<file path="src/rtl/sdram_cmd_pkg.sv">
package sdram_cmd_pkg;
  typedef enum logic [3:0] {
    CMD_NOP   = 4'd0,
    CMD_REF   = 4'd1,
    CMD_SELF  = 4'd2,
    CMD_PALL  = 4'd3,
    CMD_PRE   = 4'd4,
    CMD_ACTV  = 4'd5,
    CMD_READ  = 4'd6,
    CMD_READA = 4'd7,
    CMD_WRIT  = 4'd8,
    CMD_WRITA = 4'd9,
    CMD_MRS   = 4'd10
  } req_cmd_e;

  typedef struct packed {
    logic ras_n;
    logic cas_n;
    logic we_n;
  } strobe_t;

  localparam strobe_t STB_NOP  = '{ras_n: 1'b1, cas_n: 1'b1, we_n: 1'b1};
  localparam strobe_t STB_ACT  = '{ras_n: 1'b0, cas_n: 1'b1, we_n: 1'b1};
  localparam strobe_t STB_RD   = '{ras_n: 1'b1, cas_n: 1'b0, we_n: 1'b1};
  localparam strobe_t STB_WR   = '{ras_n: 1'b1, cas_n: 1'b0, we_n: 1'b0};
  localparam strobe_t STB_PRE  = '{ras_n: 1'b0, cas_n: 1'b1, we_n: 1'b0};
  localparam strobe_t STB_REF  = '{ras_n: 1'b0, cas_n: 1'b0, we_n: 1'b1};
  localparam strobe_t STB_MRS  = '{ras_n: 1'b0, cas_n: 1'b0, we_n: 1'b0};

  localparam int AP_BIT = 10;
endpackage

</file>
<file path="src/rtl/sdram_cmd_decode.sv">
module sdram_cmd_decode
  import sdram_cmd_pkg::*;
#(
  parameter int ROW_W  = 12,
  parameter int COL_W  = 8,
  parameter int BANK_W = 2
) (
  input  logic [3:0]        cmd,
  input  logic [ROW_W-1:0]  row,
  input  logic [BANK_W-1:0] bank,
  input  logic [COL_W-1:0]  col,
  input  logic [ROW_W-1:0]  mode,
  output strobe_t           strobe,
  output logic [ROW_W-1:0]  addr,
  output logic [BANK_W-1:0] bank_o,
  output logic              known,
  output logic              data_xfer
);
  logic [ROW_W-1:0] col_ext;
  assign col_ext = ROW_W'(col);

  always_comb begin
    strobe    = STB_NOP;
    addr      = '0;
    bank_o    = '0;
    known     = 1'b1;
    data_xfer = 1'b0;
    unique case (cmd)
      CMD_NOP: ;
      CMD_REF, CMD_SELF: strobe = STB_REF;
      CMD_PALL: begin
        strobe       = STB_PRE;
        addr[AP_BIT] = 1'b1;
      end
      CMD_PRE: begin
        strobe = STB_PRE;
        bank_o = bank;
      end
      CMD_ACTV: begin
        strobe = STB_ACT;
        addr   = row;
        bank_o = bank;
      end
      CMD_READ, CMD_READA: begin
        strobe       = STB_RD;
        addr         = col_ext;
        addr[AP_BIT] = (cmd == CMD_READA);
        bank_o       = bank;
        data_xfer    = 1'b1;
      end
      CMD_WRIT, CMD_WRITA: begin
        strobe       = STB_WR;
        addr         = col_ext;
        addr[AP_BIT] = (cmd == CMD_WRITA);
        bank_o       = bank;
        data_xfer    = 1'b1;
      end
      CMD_MRS: begin
        strobe = STB_MRS;
        addr   = mode;
      end
      default: known = 1'b0;
    endcase
  end
endmodule

</file>
<file path="src/rtl/sdram_byte_mask.sv">
module sdram_byte_mask #(
  parameter int LANES = 4
) (
  input  logic [1:0]       size,
  input  logic [1:0]       offset,
  input  logic             big_endian,
  output logic [LANES-1:0] mask_n,
  output logic             misaligned
);
  logic [LANES-1:0] span;
  logic [LANES-1:0] le_sel;

  always_comb begin
    misaligned = 1'b0;
    span       = '0;
    case (size)
      2'd0: span = LANES'(4'b0001);
      2'd1: begin
        span       = LANES'(4'b0011);
        misaligned = offset[0];
      end
      2'd2: begin
        span       = LANES'(4'b1111);
        misaligned = (offset != 2'd0);
      end
      default: misaligned = 1'b1;
    endcase
    le_sel = span << offset;
  end

  for (genvar g = 0; g < LANES; g++) begin : g_lane
    assign mask_n[g] = big_endian ? ~le_sel[LANES-1-g] : ~le_sel[g];
  end
endmodule

</file>
<file path="src/rtl/sdram_power_ctl.sv">
module sdram_power_ctl (
  input  logic clk,
  input  logic rst_n,
  input  logic freq_chg,
  input  logic clk_unstable,
  input  logic enter_self,
  input  logic exit_self,
  output logic in_self,
  output logic cke
);
  logic hold_low;
  assign hold_low = freq_chg | clk_unstable | enter_self | (in_self & ~exit_self);

  always_ff @(posedge clk or negedge rst_n) begin
    if (!rst_n) begin
      in_self <= 1'b0;
      cke     <= 1'b1;
    end else begin
      cke <= ~hold_low;
      if (enter_self)     in_self <= 1'b1;
      else if (exit_self) in_self <= 1'b0;
    end
  end
endmodule

</file>
<file path="src/rtl/sdram_cmd_gen.sv">
module sdram_cmd_gen
  import sdram_cmd_pkg::*;
#(
  parameter int ROW_W  = 12,
  parameter int COL_W  = 8,
  parameter int BANK_W = 2,
  localparam int ADDR_W = ROW_W + BANK_W + COL_W + 2
) (
  input  logic              clk,
  input  logic              rst_n,
  input  logic              req_valid,
  output logic              req_ready,
  input  logic [3:0]        req_cmd,
  input  logic              req_area,
  input  logic [ADDR_W-1:0] req_addr,
  input  logic [1:0]        req_size,
  input  logic              req_big_endian,
  input  logic              freq_chg,
  input  logic              clk_unstable,
  output logic              req_err,
  output logic [1:0]        sd_cs_n,
  output logic              sd_ras_n,
  output logic              sd_cas_n,
  output logic              sd_we_n,
  output logic [BANK_W-1:0] sd_bank,
  output logic [ROW_W-1:0]  sd_addr,
  output logic [3:0]        sd_dqm_n,
  output logic              sd_cke
);
  localparam int AREAS   = 2;
  localparam int COL_LO  = 2;
  localparam int BANK_LO = COL_LO + COL_W;
  localparam int ROW_LO  = BANK_LO + BANK_W;

  strobe_t           dec_strobe;
  logic [ROW_W-1:0]  dec_addr;
  logic [BANK_W-1:0] dec_bank;
  logic              dec_known;
  logic              dec_xfer;
  logic [3:0]        lane_mask_n;
  logic              lane_misaligned;
  logic              in_self;
  logic              accept;
  logic              illegal;
  logic              issue;
  logic              is_nop;
  logic [AREAS-1:0]  cs_sel_n;

  sdram_cmd_decode #(.ROW_W(ROW_W), .COL_W(COL_W), .BANK_W(BANK_W)) u_decode (
    .cmd       (req_cmd),
    .row       (req_addr[ROW_LO +: ROW_W]),
    .bank      (req_addr[BANK_LO +: BANK_W]),
    .col       (req_addr[COL_LO +: COL_W]),
    .mode      (req_addr[ROW_W-1:0]),
    .strobe    (dec_strobe),
    .addr      (dec_addr),
    .bank_o    (dec_bank),
    .known     (dec_known),
    .data_xfer (dec_xfer)
  );

  sdram_byte_mask #(.LANES(4)) u_mask (
    .size       (req_size),
    .offset     (req_addr[1:0]),
    .big_endian (req_big_endian),
    .mask_n     (lane_mask_n),
    .misaligned (lane_misaligned)
  );

  assign req_ready = ~(freq_chg | clk_unstable);
  assign accept    = req_valid & req_ready;
  assign is_nop    = (req_cmd == CMD_NOP);
  assign illegal   = ~dec_known | (dec_xfer & lane_misaligned) | (in_self & ~is_nop);
  assign issue     = accept & ~illegal;

  sdram_power_ctl u_power (
    .clk          (clk),
    .rst_n        (rst_n),
    .freq_chg     (freq_chg),
    .clk_unstable (clk_unstable),
    .enter_self   (issue & (req_cmd == CMD_SELF)),
    .exit_self    (issue & is_nop & in_self),
    .in_self      (in_self),
    .cke          (sd_cke)
  );

  always_comb begin
    for (int a = 0; a < AREAS; a++) begin
      cs_sel_n[a] = ~(issue & (req_area == a[0]));
    end
  end

  always_ff @(posedge clk or negedge rst_n) begin
    if (!rst_n) begin
      sd_cs_n  <= '1;
      sd_ras_n <= 1'b1;
      sd_cas_n <= 1'b1;
      sd_we_n  <= 1'b1;
      sd_bank  <= '0;
      sd_addr  <= '0;
      sd_dqm_n <= '1;
      req_err  <= 1'b0;
    end else begin
      sd_cs_n <= cs_sel_n;
      req_err <= accept & illegal;
      if (issue) begin
        sd_ras_n <= dec_strobe.ras_n;
        sd_cas_n <= dec_strobe.cas_n;
        sd_we_n  <= dec_strobe.we_n;
        sd_bank  <= dec_bank;
        sd_addr  <= dec_addr;
        sd_dqm_n <= dec_xfer ? lane_mask_n : 4'hF;
      end else begin
        sd_ras_n <= 1'b1;
        sd_cas_n <= 1'b1;
        sd_we_n  <= 1'b1;
        sd_bank  <= '0;
        sd_addr  <= '0;
        sd_dqm_n <= 4'hF;
      end
    end
  end
endmodule

</file>
<file path="config.mk">
export PLATFORM = sky130hd
export DESIGN_NAME = sdram_cmd_gen
export DESIGN_NICKNAME = d
export VERILOG_FILES = /design/src/rtl/sdram_cmd_pkg.sv /design/src/rtl/sdram_cmd_decode.sv /design/src/rtl/sdram_byte_mask.sv /design/src/rtl/sdram_power_ctl.sv /design/src/rtl/sdram_cmd_gen.sv
export SDC_FILE = /design/constraint.sdc
export NUM_CORES = 1
export LEC_CHECK = 0
export CAP_MARGIN = 5
export CORE_UTILIZATION = 37
export DETAILED_ROUTE_END_ITERATION = 6
export PLACE_DENSITY = 0.76
export SYNTH_ARGS = -nofsm -noshare
export SYNTH_HDL_FRONTEND = slang
export SYNTH_SLANG_ARGS = --single-unit
</file>
<file path="constraint.sdc">
create_clock -name clk -period 1.6 [get_ports clk]
set_clock_uncertainty 0.1 [all_clocks]
set_input_delay 0.16 -clock clk [delete_from_list [all_inputs] [get_ports clk]]
set_output_delay 0.16 -clock clk [all_outputs]
set_load 0.02 [all_outputs]
</file>
## Word level (Yosys, flattened, before mapping)

Index checks and enable logic that the tools add are counted.

- Add/sub/neg operators: 0
- Multiply operators: 0
- Div/mod/pow operators: 0
- Magnitude comparators: 0
- Equality and inequality tests: 12
- Shift-type cells: 1
- Mux-type cells: 22
- Bitwise logic cells: 29
- Reductions and logical operators: 11

Operator list:

| kind | number |
|---|---|
| $pmux 10 s3 | 1 |
| $pmux 3 s6 | 1 |
| $eq 4x3->1 const B | 4 |
| $not 1->1 | 13 |
| $eq 4x4->1 const B | 3 |
| $mux 12 | 1 |
| $pmux 4 s3 | 1 |
| $and 1x1->1 | 11 |
| $mux 1 | 11 |
| $reduce_or 11->1 | 1 |
| $eq 4x2->1 const B | 2 |
| $mux 4 | 2 |
| $reduce_or 2->1 | 4 |
| $reduce_or 6->1 | 1 |
| $or 1x1->1 | 5 |
| $pmux 1 s5 | 1 |
| $eq 4x1->1 const B | 1 |
| $logic_not 4->1 | 1 |
| $mux 2 | 2 |
| $reduce_bool 2->1 | 2 |
| $reduce_or 4->1 | 1 |
| $shl 4x2->4 | 1 |
| $pmux 1 s3 | 1 |
| $eq 2x1->1 const B | 1 |
| other kinds (3) | 3 |

- Bits in registers: 26
- Latch bits: 0
- Memory bits (writable): 0
- ROM bits: 0
- Bits of input ports: 37
- Output and inout bits: 26
- Logic and storage cells: 85
- Memories kept: 0

## Longest topological paths before layout

Gate-level depths: netlist of run 1.

- Depth in word-level cells: 14
- Mapped depth: 7
- Depth with buffers taken out: 6

## Hierarchy

From an unflattened synthesis of run 1, not the netlist that was laid out.

- Cell total of the unflattened synthesis: 166
- Area total of the unflattened synthesis: 1,711.6 µm²

Modules (own cells, without submodules):

| module | times used | cells each | area an instance (µm²) | seq. area each (µm²) |
|---|---|---|---|---|
| sdram_cmd_gen | 1 | 69 | 940.9 | 611.8 |
| sdram_cmd_decode | 1 | 58 | 420.4 | 0.0 |
| sdram_byte_mask | 1 | 34 | 271.5 | 0.0 |
| sdram_power_ctl | 1 | 5 | 78.8 | 51.3 |

## Least setup slack after synthesis of run 1

Ideal clock, no wire load.

- Path kind: input to register
- Start: input port req_size[0]
- End: register sd_addr[0]
- Setup time: 0.073 ns
- Arrival: 1.465 ns
- Data required time: 1.427 ns
- Slack: -0.037 ns
- Stages on the path: 7
- Path through: inv_1 > ha_1 > a211oi_1 > a211oi_1 > or4_1 > buf_6 > nor2_1

- Word-level cells in the longest chain between the ends: 8
- Elaborated cells between the ends (all ways): 10
- Classes of those cells: eq/ne: 2; mux: 2; bitwise: 5; reduce/logical: 1

RTL lines:

| item | line | RTL |
|---|---|---|
| start: declaration | sdram_cmd_gen.sv:16 | `input logic [1:0] req_size,` |
| $eq 2x2->1, or another cell as far along | sdram_byte_mask.sv:16 | `case (size)` |
| $pmux 1 s3 (*) | sdram_byte_mask.sv:16 |  |
| $and 1x1->1 (*) | sdram_cmd_gen.sv:73 | `assign illegal = ~dec_known \| (dec_xfer & lane_misaligned) \| (in_self & ~is_nop);` |
| $or 1x1->1 (*) (2 in a row) | sdram_cmd_gen.sv:73 |  |
| $not 1->1 (*) | sdram_cmd_gen.sv:74 | `assign issue = accept & ~illegal;` |
| $and 1x1->1 (*) | sdram_cmd_gen.sv:74 |  |
| $mux 12 (*) | sdram_cmd_gen.sv:106 | `if (issue) begin` |
| end signal: assignment | sdram_cmd_gen.sv:111 | `sd_addr <= dec_addr;` |
| end: declaration | sdram_cmd_gen.sv:26 | `output logic [ROW_W-1:0] sd_addr,` |

Mark *: on every way between the ends. The rest lies on a longest branch, timed or not.
A chain may end at the register's enable or synchronous reset.

## Final worst setup path of run 1

- Start: register u_power.in_self
- End: register sd_addr[5]

- Word-level cells in the longest chain between the ends: 5

RTL lines:

| item | line | RTL |
|---|---|---|
| start: declaration | sdram_power_ctl.sv:8 | `output logic in_self,` |
| start signal: assignment | sdram_power_ctl.sv:16 | `in_self <= 1'b0;` |
| start signal: assignment | sdram_power_ctl.sv:20 | `if (enter_self) in_self <= 1'b1;` |
| start signal: assignment | sdram_power_ctl.sv:21 | `else if (exit_self) in_self <= 1'b0;` |
| $and 1x1->1 | sdram_cmd_gen.sv:73 |  |
| $or 1x1->1 | sdram_cmd_gen.sv:73 |  |
| $not 1->1 | sdram_cmd_gen.sv:74 |  |
| $and 1x1->1 | sdram_cmd_gen.sv:74 |  |
| $mux 12 | sdram_cmd_gen.sv:106 |  |

No other way between the ends.

==> run summary, run 1 <==
Detailed routing placed a total of around 140 um of wire on met3. dfrtp_1 takes more of the synthesized area than any other cell. The number of H-tree branching levels came out at 1. The effective utilization at floorplan is about two fifths. The number of failing hold endpoints at the final stage is 0. The detailed-route wire length per cell is 14.4 um. The number of warnings printed during yosys synthesis came out at 0.

Along the worst path, the maximum fanout reaches 5. Across all hold checks on the routed design, the worst slack comes to around 0.075 ns. The die is about 62 um wide.

By startpoint and endpoint, the worst setup path is classified as flop to flop. The most used flip-flop cell after synthesis is dfrtp_1. The number of enable-type register cells in the synthesized netlist came out at 0.

The clock network latency to the later pin of the worst-skew pair is roughly 0.32 ns. The number of nets in the synthesized netlist is ~170. The antenna cell count is 0.

The final route contains approximately 1400 vias. The total routing usage reported by global routing is 20.7%. Setup repair after global routing could not meet its margin everywhere. Using the TritonRoute via totals, the vias-per-cell ratio works out to between 5 and 6. At the pin with the least slew margin, the transition time is 0.536 ns. In this design, the stage delay of the slowest critical-path cell is around 0.45 ns. The cell at the root of the clock tree is clkbuf_4. For the finished layout, the period the worst path requires is ~1.7 ns. The gate count of the mapped netlist came out at roughly 130. The slowest stage of the critical path belongs to the cell or4_4.

The pre-antenna-repair detailed-routing pass consisted of 4 iterations. The remaining antenna violation count is 0. Entering global routing, the biggest net connects 27 pins. The number of remaining DRC errors is 0. After clock tree synthesis, the flow added hold-fix buffers numbering 0.

The portion of the post-synthesis area used by sequential elements is 49.3%. The count of endpoints failing setup in the final report came out at 10. The row count is 21. The top cell family by delay on the critical path is simple AND/OR/NAND/NOR gates.

The total overflow reported by the global router came out at 0. The type of the worst min-delay path is primary input to asynchronous set/reset pin. The sum of routed wire segments on met1 is roughly 1600 um. Counting the buffers created by CTS gives 3. The relative slew slack is 64.3%.

The wire length of the first global-routing pass came out at between 6000 and 7000 um. The initial antenna violation count was 0. The worst setup path is captured at a flop. The setup slack after layout is -0.139 ns.

The placeable core region is 0.00342 mm^2. For this design, the sink count on the clock tree is 26. The netlist uses 37 different library cells. The area share of the largest cell type after synthesis came out at around 30%.

The maximum frequency from static timing analysis came out at ~0.58 GHz. The data required time at the worst endpoint is about 1.8 ns. The die covers ~0.004 mm^2. Yosys attributes the largest share of cell area to dfrtp_1, dfstp_2, a222oi_1, nor2_1, ha_1. The data arrival time of the worst path came out at roughly 1.9 ns. In this run, placement finished with an instance count of around 260. Max-cap violations in this run came to 0. During I/O placement, the number of pins put on the boundary was 63. The maximum clock insertion buffer count came out at 2. The via count of the first global-routing pass is ~1400. The mean post-synth cell area came out at between 10 and 15 um^2. After detailed routing, the total wire length is around 3900 um. The number of cells in the finished layout apart from fillers is approximately 270.

The worst setup slack for register-to-register paths is -0.14 ns. For this run, asynchronously set or reset flops after synthesis account for between 90% and 100%. The total buffers and inverters traversed by the critical path came out at 2. The detailed router used layers up to and including met4. Summed over all nets, wire length on met2 after detailed routing comes to about 2100 um.

The count of buffers inserted at the top-level ports came out at between 60 and 70. Traced cell by cell, the critical path runs through o32a_1 -> buf_4 -> or4_4 -> buf_6 -> nor2_2. In this run the power density over the cells is between 600 and 700 mW/mm^2. The total chip power is 1.46 mW.

IR analysis of the VDD net gives a maximum drop of ~0.35 mV. After clock tree synthesis, the clock-pin slew on the worst setup and hold paths is approximately 0.15 ns. From synthesis to final layout, the design area changed by 76.0%. The HPWL after detailed placement came out at about 2700 um. The max-slew violation count is 0.

The floorplan die height came out at approximately 62 um. The final critical path takes up 109% of the cycle. The DRC violation total after the first TritonRoute iteration came out at a little over 90. The checks that failed: setup timing. The cell leakage power came out at a little under 1 nW. TritonCTS built the clock tree. The cell area after technology mapping came out at about 0.0013 mm^2.

The run finished, with violations left. Routability-driven placement finished with a final weighted congestion of slightly above 0.8. The net count of the finished layout is ~260. The fraction of layout cells with a size suffix above 1 came out at roughly a third. The worst setup path is launched from a flop. The flip-flop and latch count after synthesis came out at 26.
==> cell usage after synthesis, drive strengths merged (2+ instances only) <==
| master | count |
|---|---|
| a222oi | 8 |
| dfstp | 10 |
| nand3 | 3 |
| nor2b | 6 |
| a211oi | 2 |
| o21ai | 4 |
| a22oi | 3 |
| clkbuf | 7 |
| mux2i | 2 |
| nand2b | 4 |
| a21oi | 2 |
| ha | 4 |
| and2 | 2 |
| o311ai | 2 |
| inv | 6 |
| buf | 3 |
| and3 | 3 |
| o32ai | 2 |
| nor3 | 5 |
| dfrtp | 16 |
| nand2 | 6 |
| nor2 | 16 |
| o211ai | 4 |
==> state kept, by name, indices dropped and copies added, names as in the netlist <==
| signal | count |
|---|---|
| sd_we_n | 1 |
| sd_addr | 12 |
| sd_cas_n | 1 |
| u_power.in_self | 1 |
| sd_dqm_n | 4 |
| req_err | 1 |
| u_power.cke | 1 |
| sd_cs_n | 2 |
| sd_ras_n | 1 |
| sd_bank | 2 |
==> worst reg2reg max path, stage by stage (launching register included) <==
cell and delay (ns):
dfrtp_1 0.43, o32a_1 0.31, buf_4 0.14, or4_4 0.45
buf_6 0.17, nor2_2 0.08
==> per-layer routing <==
metal	up-vias	global-route usage, %
met4	0	6.10
met5	-	0
met2	46	39.1
li1	673	-
met3	5	2.21
met1	695	24.4
==> cell usage in the layout (no fill, tap or decap), types with 4 or more instances in the layout <==
| master | count |
|---|---|
| a222oi_1 | 8 |
| buf_4 | 26 |
| buf_6 | 5 |
| clkdlybuf4s50_1 | 45 |
| dfrtp_1 | 16 |
| dfstp_2 | 10 |
| dlygate4sd2_1 | 16 |
| inv_1 | 6 |
| nand2_1 | 5 |
| nand2b_1 | 4 |
| nor2_1 | 7 |
| nor2_2 | 7 |
| nor2b_1 | 6 |
| o211ai_1 | 4 |
| o21ai_0 | 4 |
==> worst paths after layout <==
kind                       cells after the start       startpoint              end
max reg2reg                                    5  u_power.in_self       sd_addr[5]
min in group clk                               3       req_cmd[0]         sd_cas_n
max in group asynchronous                      2            rst_n      sd_dqm_n[0]
min                                            2            rst_n          req_err
min reg2reg                                    2  u_power.in_self  u_power.in_self
max                                            5  u_power.in_self       sd_addr[5]
==> repair_timing <==
action | 4_1_cts | 5_1_grt
gates cloned | 2 | 0
endpoints found under the hold margin | 0 | 0
resized for setup | 45 | 10
setup buffers | 4 | 3
setup endpoints to repair | 37 | 25
pin swaps | 8 | 3
==> cell families after synthesis <==
family	Yosys count	synth area share, %
simple gates	52	19.9
flops	26	49.3
buf+inv	16	5.86
fa+ha+maj	4	3.72
compound gates	33	19.8
mux	2	1.49
==> report_power, final <==
group | total [mW] | leakage [nW] | switching, mW | internal (mW)
registers | 0.690 | 0.328 | 0.00788 | 0.682
clock network | 0.339 | 0.0210 | 0.199 | 0.139
logic | 0.433 | 0.628 | 0.200 | 0.234
==> metrics by stage <==
stage,utilization (%),instance area [um^2],setup TNS [ns],worst slack (ns)
after floorplan,-,1350,0,0.00309
after global placement,63.8,2180,-20.11,-0.964
after detailed placement,63.8,2180,-21.83,-1.09
after CTS,68.6,2340,-2.22,-0.136
after global routing,69.4,2370,-1.94,-0.210
final,69.4,2370,-1.24,-0.139
==> layout make-up <==
type	instances	area [um^2]
clock buffer	4	36.3
fill	267	1050
inverter	6	22.5
multi-input combinational	92	723
sequential	26	663
tap	46	57.6
timing repair buffer	94	867
Note: power is estimated with default switching activity, not from simulation.
==> run 2, diff against run 1 <==
--- a/config.mk
+++ b/config.mk
@@ -8,6 +8,7 @@
 export CAP_MARGIN = 5
 export CORE_UTILIZATION = 37
 export DETAILED_ROUTE_END_ITERATION = 6
+export GPL_TIMING_DRIVEN = 0
 export PLACE_DENSITY = 0.76
 export SYNTH_ARGS = -nofsm -noshare
 export SYNTH_HDL_FRONTEND = slang
==> run 2 against run 1 <==
  * The run still ends with setup timing left
  * Via count shrank 4.1%
  * Global-route usage down 1.9 points
  * Critical path depth down 2
  * Wire length down 4.9%
  * Combinational power is 16% lower
  * Highest routed layer unchanged
==> run summary, run 2 (synthesis gave the netlist of run 1 again) <==
The overall die area is ~0.0039 mm^2. The HPWL after detailed placement is around 2600 um. Entering global routing, the biggest net connects 27 pins. TritonCTS built the clock tree. The total chip power is between 1 and 1.5 mW. The flow ran to the end, but the final reports show violations. The number of H-tree branching levels came out at 1. The total routing usage reported by global routing is between 10% and 20%. The final weighted congestion in routability-driven placement came out at about 0.84.

After the last flow step, the layout net total stands at 246. The register name with the most flops is sd_addr. The setup slack after layout is -0.112 ns. The largest registers in the layout are sd_addr: 12 flops, sd_dqm_n: 4 flops. The post-route netlist has between 20% and 30% of its cells at a drive strength greater than 1. For this block, the initial DRC count from the detailed router was between 100 and 150.

The top-level I/O count came out at 63. The multi-input combinational cell area came out at ~680 um^2. The number of fill cells is approximately 290.

The effective utilization at floorplan is about two fifths. The max-slew violation count is 0. Summed over all failing endpoints, the final setup total negative slack is -0.499 ns. The count of clock tree sinks came out at 26. Setup repair after global routing could not meet its margin everywhere. The maximum clock insertion buffer count is 2. The count of buffers inserted at the top-level ports came out at 60. Setup violations remaining at the end of the flow were counted as 7. The wire length of the first global-routing pass came out at around 5900 um.

The row count came out at 21. The die boundary width came out at ~62 um. Relative to the synthesized area, the layout overhead comes to 60.7%. In the layout the commonest cells are clkdlybuf4s50_1, dlygate4sd2_1, dfrtp_1, dfstp_2, nor2_1. The total clock buffers created by CTS came out at 3. The detailed-route wire length per cell is between 10 and 15 um. The master of the slowest instance on the critical path is or4_4. For this run, the share of the core covered by cells in the final layout is between 60 and 70%. Summed over all layers, the global routing overflow is 0. The checks that failed: setup timing. The shortest period the worst path allows came out at between 1.5 and 2 ns. The detailed-router iteration count before antenna repair came out at 7. The maximum frequency from static timing analysis came out at between 0.5 and 0.6 GHz.

The highest net fanout along the worst path came out at 5. The worst-case hold slack came out at about 0.2 ns. After detailed routing, the number of remaining DRC violations is 0. The worst pin sits at a relative slew slack of between 20% and 30%. Walking the worst path, the cells encountered are o32a_1 -> or4_4 -> nor2_2. From bottom edge to top edge, the die measures slightly above 60 um. The worst setup path is launched from a flop. The initial antenna violation count came to 0. Dividing the final minimum period by the clock period gives 107%. The final routed wirelength across all metal layers is around 3700 um. The data arrival time of the worst path is 1.87 ns. The clock-pin slew on the worst setup and hold paths is 0.14 ns. The critical path in this run is classified as flop to flop. STA puts the critical path data required time at roughly 1.8 ns.

The detail route stage leaves a number of antenna-violating nets equal to 0. The total area inside the core boundary comes to 0.00342 mm^2. The sequential standard cell area is ~660 um^2.

STA classifies the critical path endpoint as a flop. In this run the static leakage power is approximately 0.87 nW. Power spread over the standard cell area amounts to roughly 640 mW/mm^2. The per-cell via count in the routed design is between 5 and 6. The maximum VDD drop came out at roughly 0.26 mV. The number of failing hold endpoints at the final stage is 0. The clock network latency to the later pin of the worst-skew pair came out at roughly 0.32 ns. The register with the most flip-flops in the layout has 12 of them. The path class of the tightest hold or removal check is primary input to flop.

For the pin with the worst max-slew slack, the measured transition is between 1 and 1.5 ns. The maximum single-stage delay on the critical path is ~0.63 ns. The total vias in the final route came out at ~1400. The antenna cell count came out at 0. The cell sitting at the root of the clock tree is a clkbuf_4. The via count of the first global-routing pass is 1278.

The tool flagged a number of max-cap violations equal to 0. The most common library cell in the layout ignoring fill and taps is clkdlybuf4s50_1.
-- run 2: cell count changes in the layout (fill, tap and decap cells not counted), moves of 2 or more --
cell             previous run  this run
buf_4                      26         6
clkbuf_1                    0         3
nor2_1                      7         9
buf_6                       5         3
clkdlybuf4s50_1            45        43
-- run 2: through the flow --
stage | cells | setup WS [ns] | instance area (um^2)
after CTS | 246 | -0.0999 | 2110
after global placement | 239 | -0.927 | 2010
after detailed placement | 239 | -0.922 | 2010
after floorplan | 133 | 0.00309 | 1350
after global routing | 250 | -0.136 | 2160
final | 250 | -0.112 | 2160
-- run 2: critical path: cells and delay by family, from the launching register on --
family	cells	cell delay [ns]
and+or+nand+nor	2	0.76
DFF	1	0.43
AOI/OAI and AO/OA	1	0.35
-- run 2: metal layers --
layer  global-route usage [%]  up-vias  share of wire (%)
li1                         -      638                  -
met1                     23.8      658                 42
met2                     34.3       60                 51
met3                     1.10        5                5.1
met4                     5.52        0                1.3
met5                        0        -                  0
-- run 2: final timing paths --
check	from	end	depth (start not counted)	slack, ns
max	u_power.in_self	sd_addr[8]	3	-0.11
min	req_cmd[0]	sd_cas_n	2	0.20
max reg2reg	u_power.in_self	sd_addr[8]	3	-0.11
min reg2reg	u_power.in_self	u_power.in_self	2	0.50
max in group asynchronous	rst_n	sd_addr[0]	1	0.44
min in group asynchronous	rst_n	req_err	1	0.30
-- run 2: cell type report --
cell class / count / share of cell area [%]
Multi-Input combinational cell: 92 / 31.6
Sequential cell: 26 / 30.7
Timing Repair Buffer: 67 / 29.4
Buffer: 9 / 3.01
Tap cell: 46 / 2.66
Clock buffer: 4 / 1.68
Inverter: 6 / 1.04
-- run 2: timing repair --
item,CTS,global route
pin swaps,5,6
setup buffers,4,2
hold buffers,0,0
resized for setup,36,11
cloned,0,2
endpoints found under the setup margin,36,11
-- run 2: power breakdown --
| part | switching [mW] | internal [mW] | total (mW) |
|---|---|---|---|
| Sequential | 0.00873 | 0.682 | 0.691 |
| Combinational | 0.179 | 0.185 | 0.364 |
| Clock | 0.192 | 0.139 | 0.331 |
| Total | 0.380 | 1.01 | 1.39 |
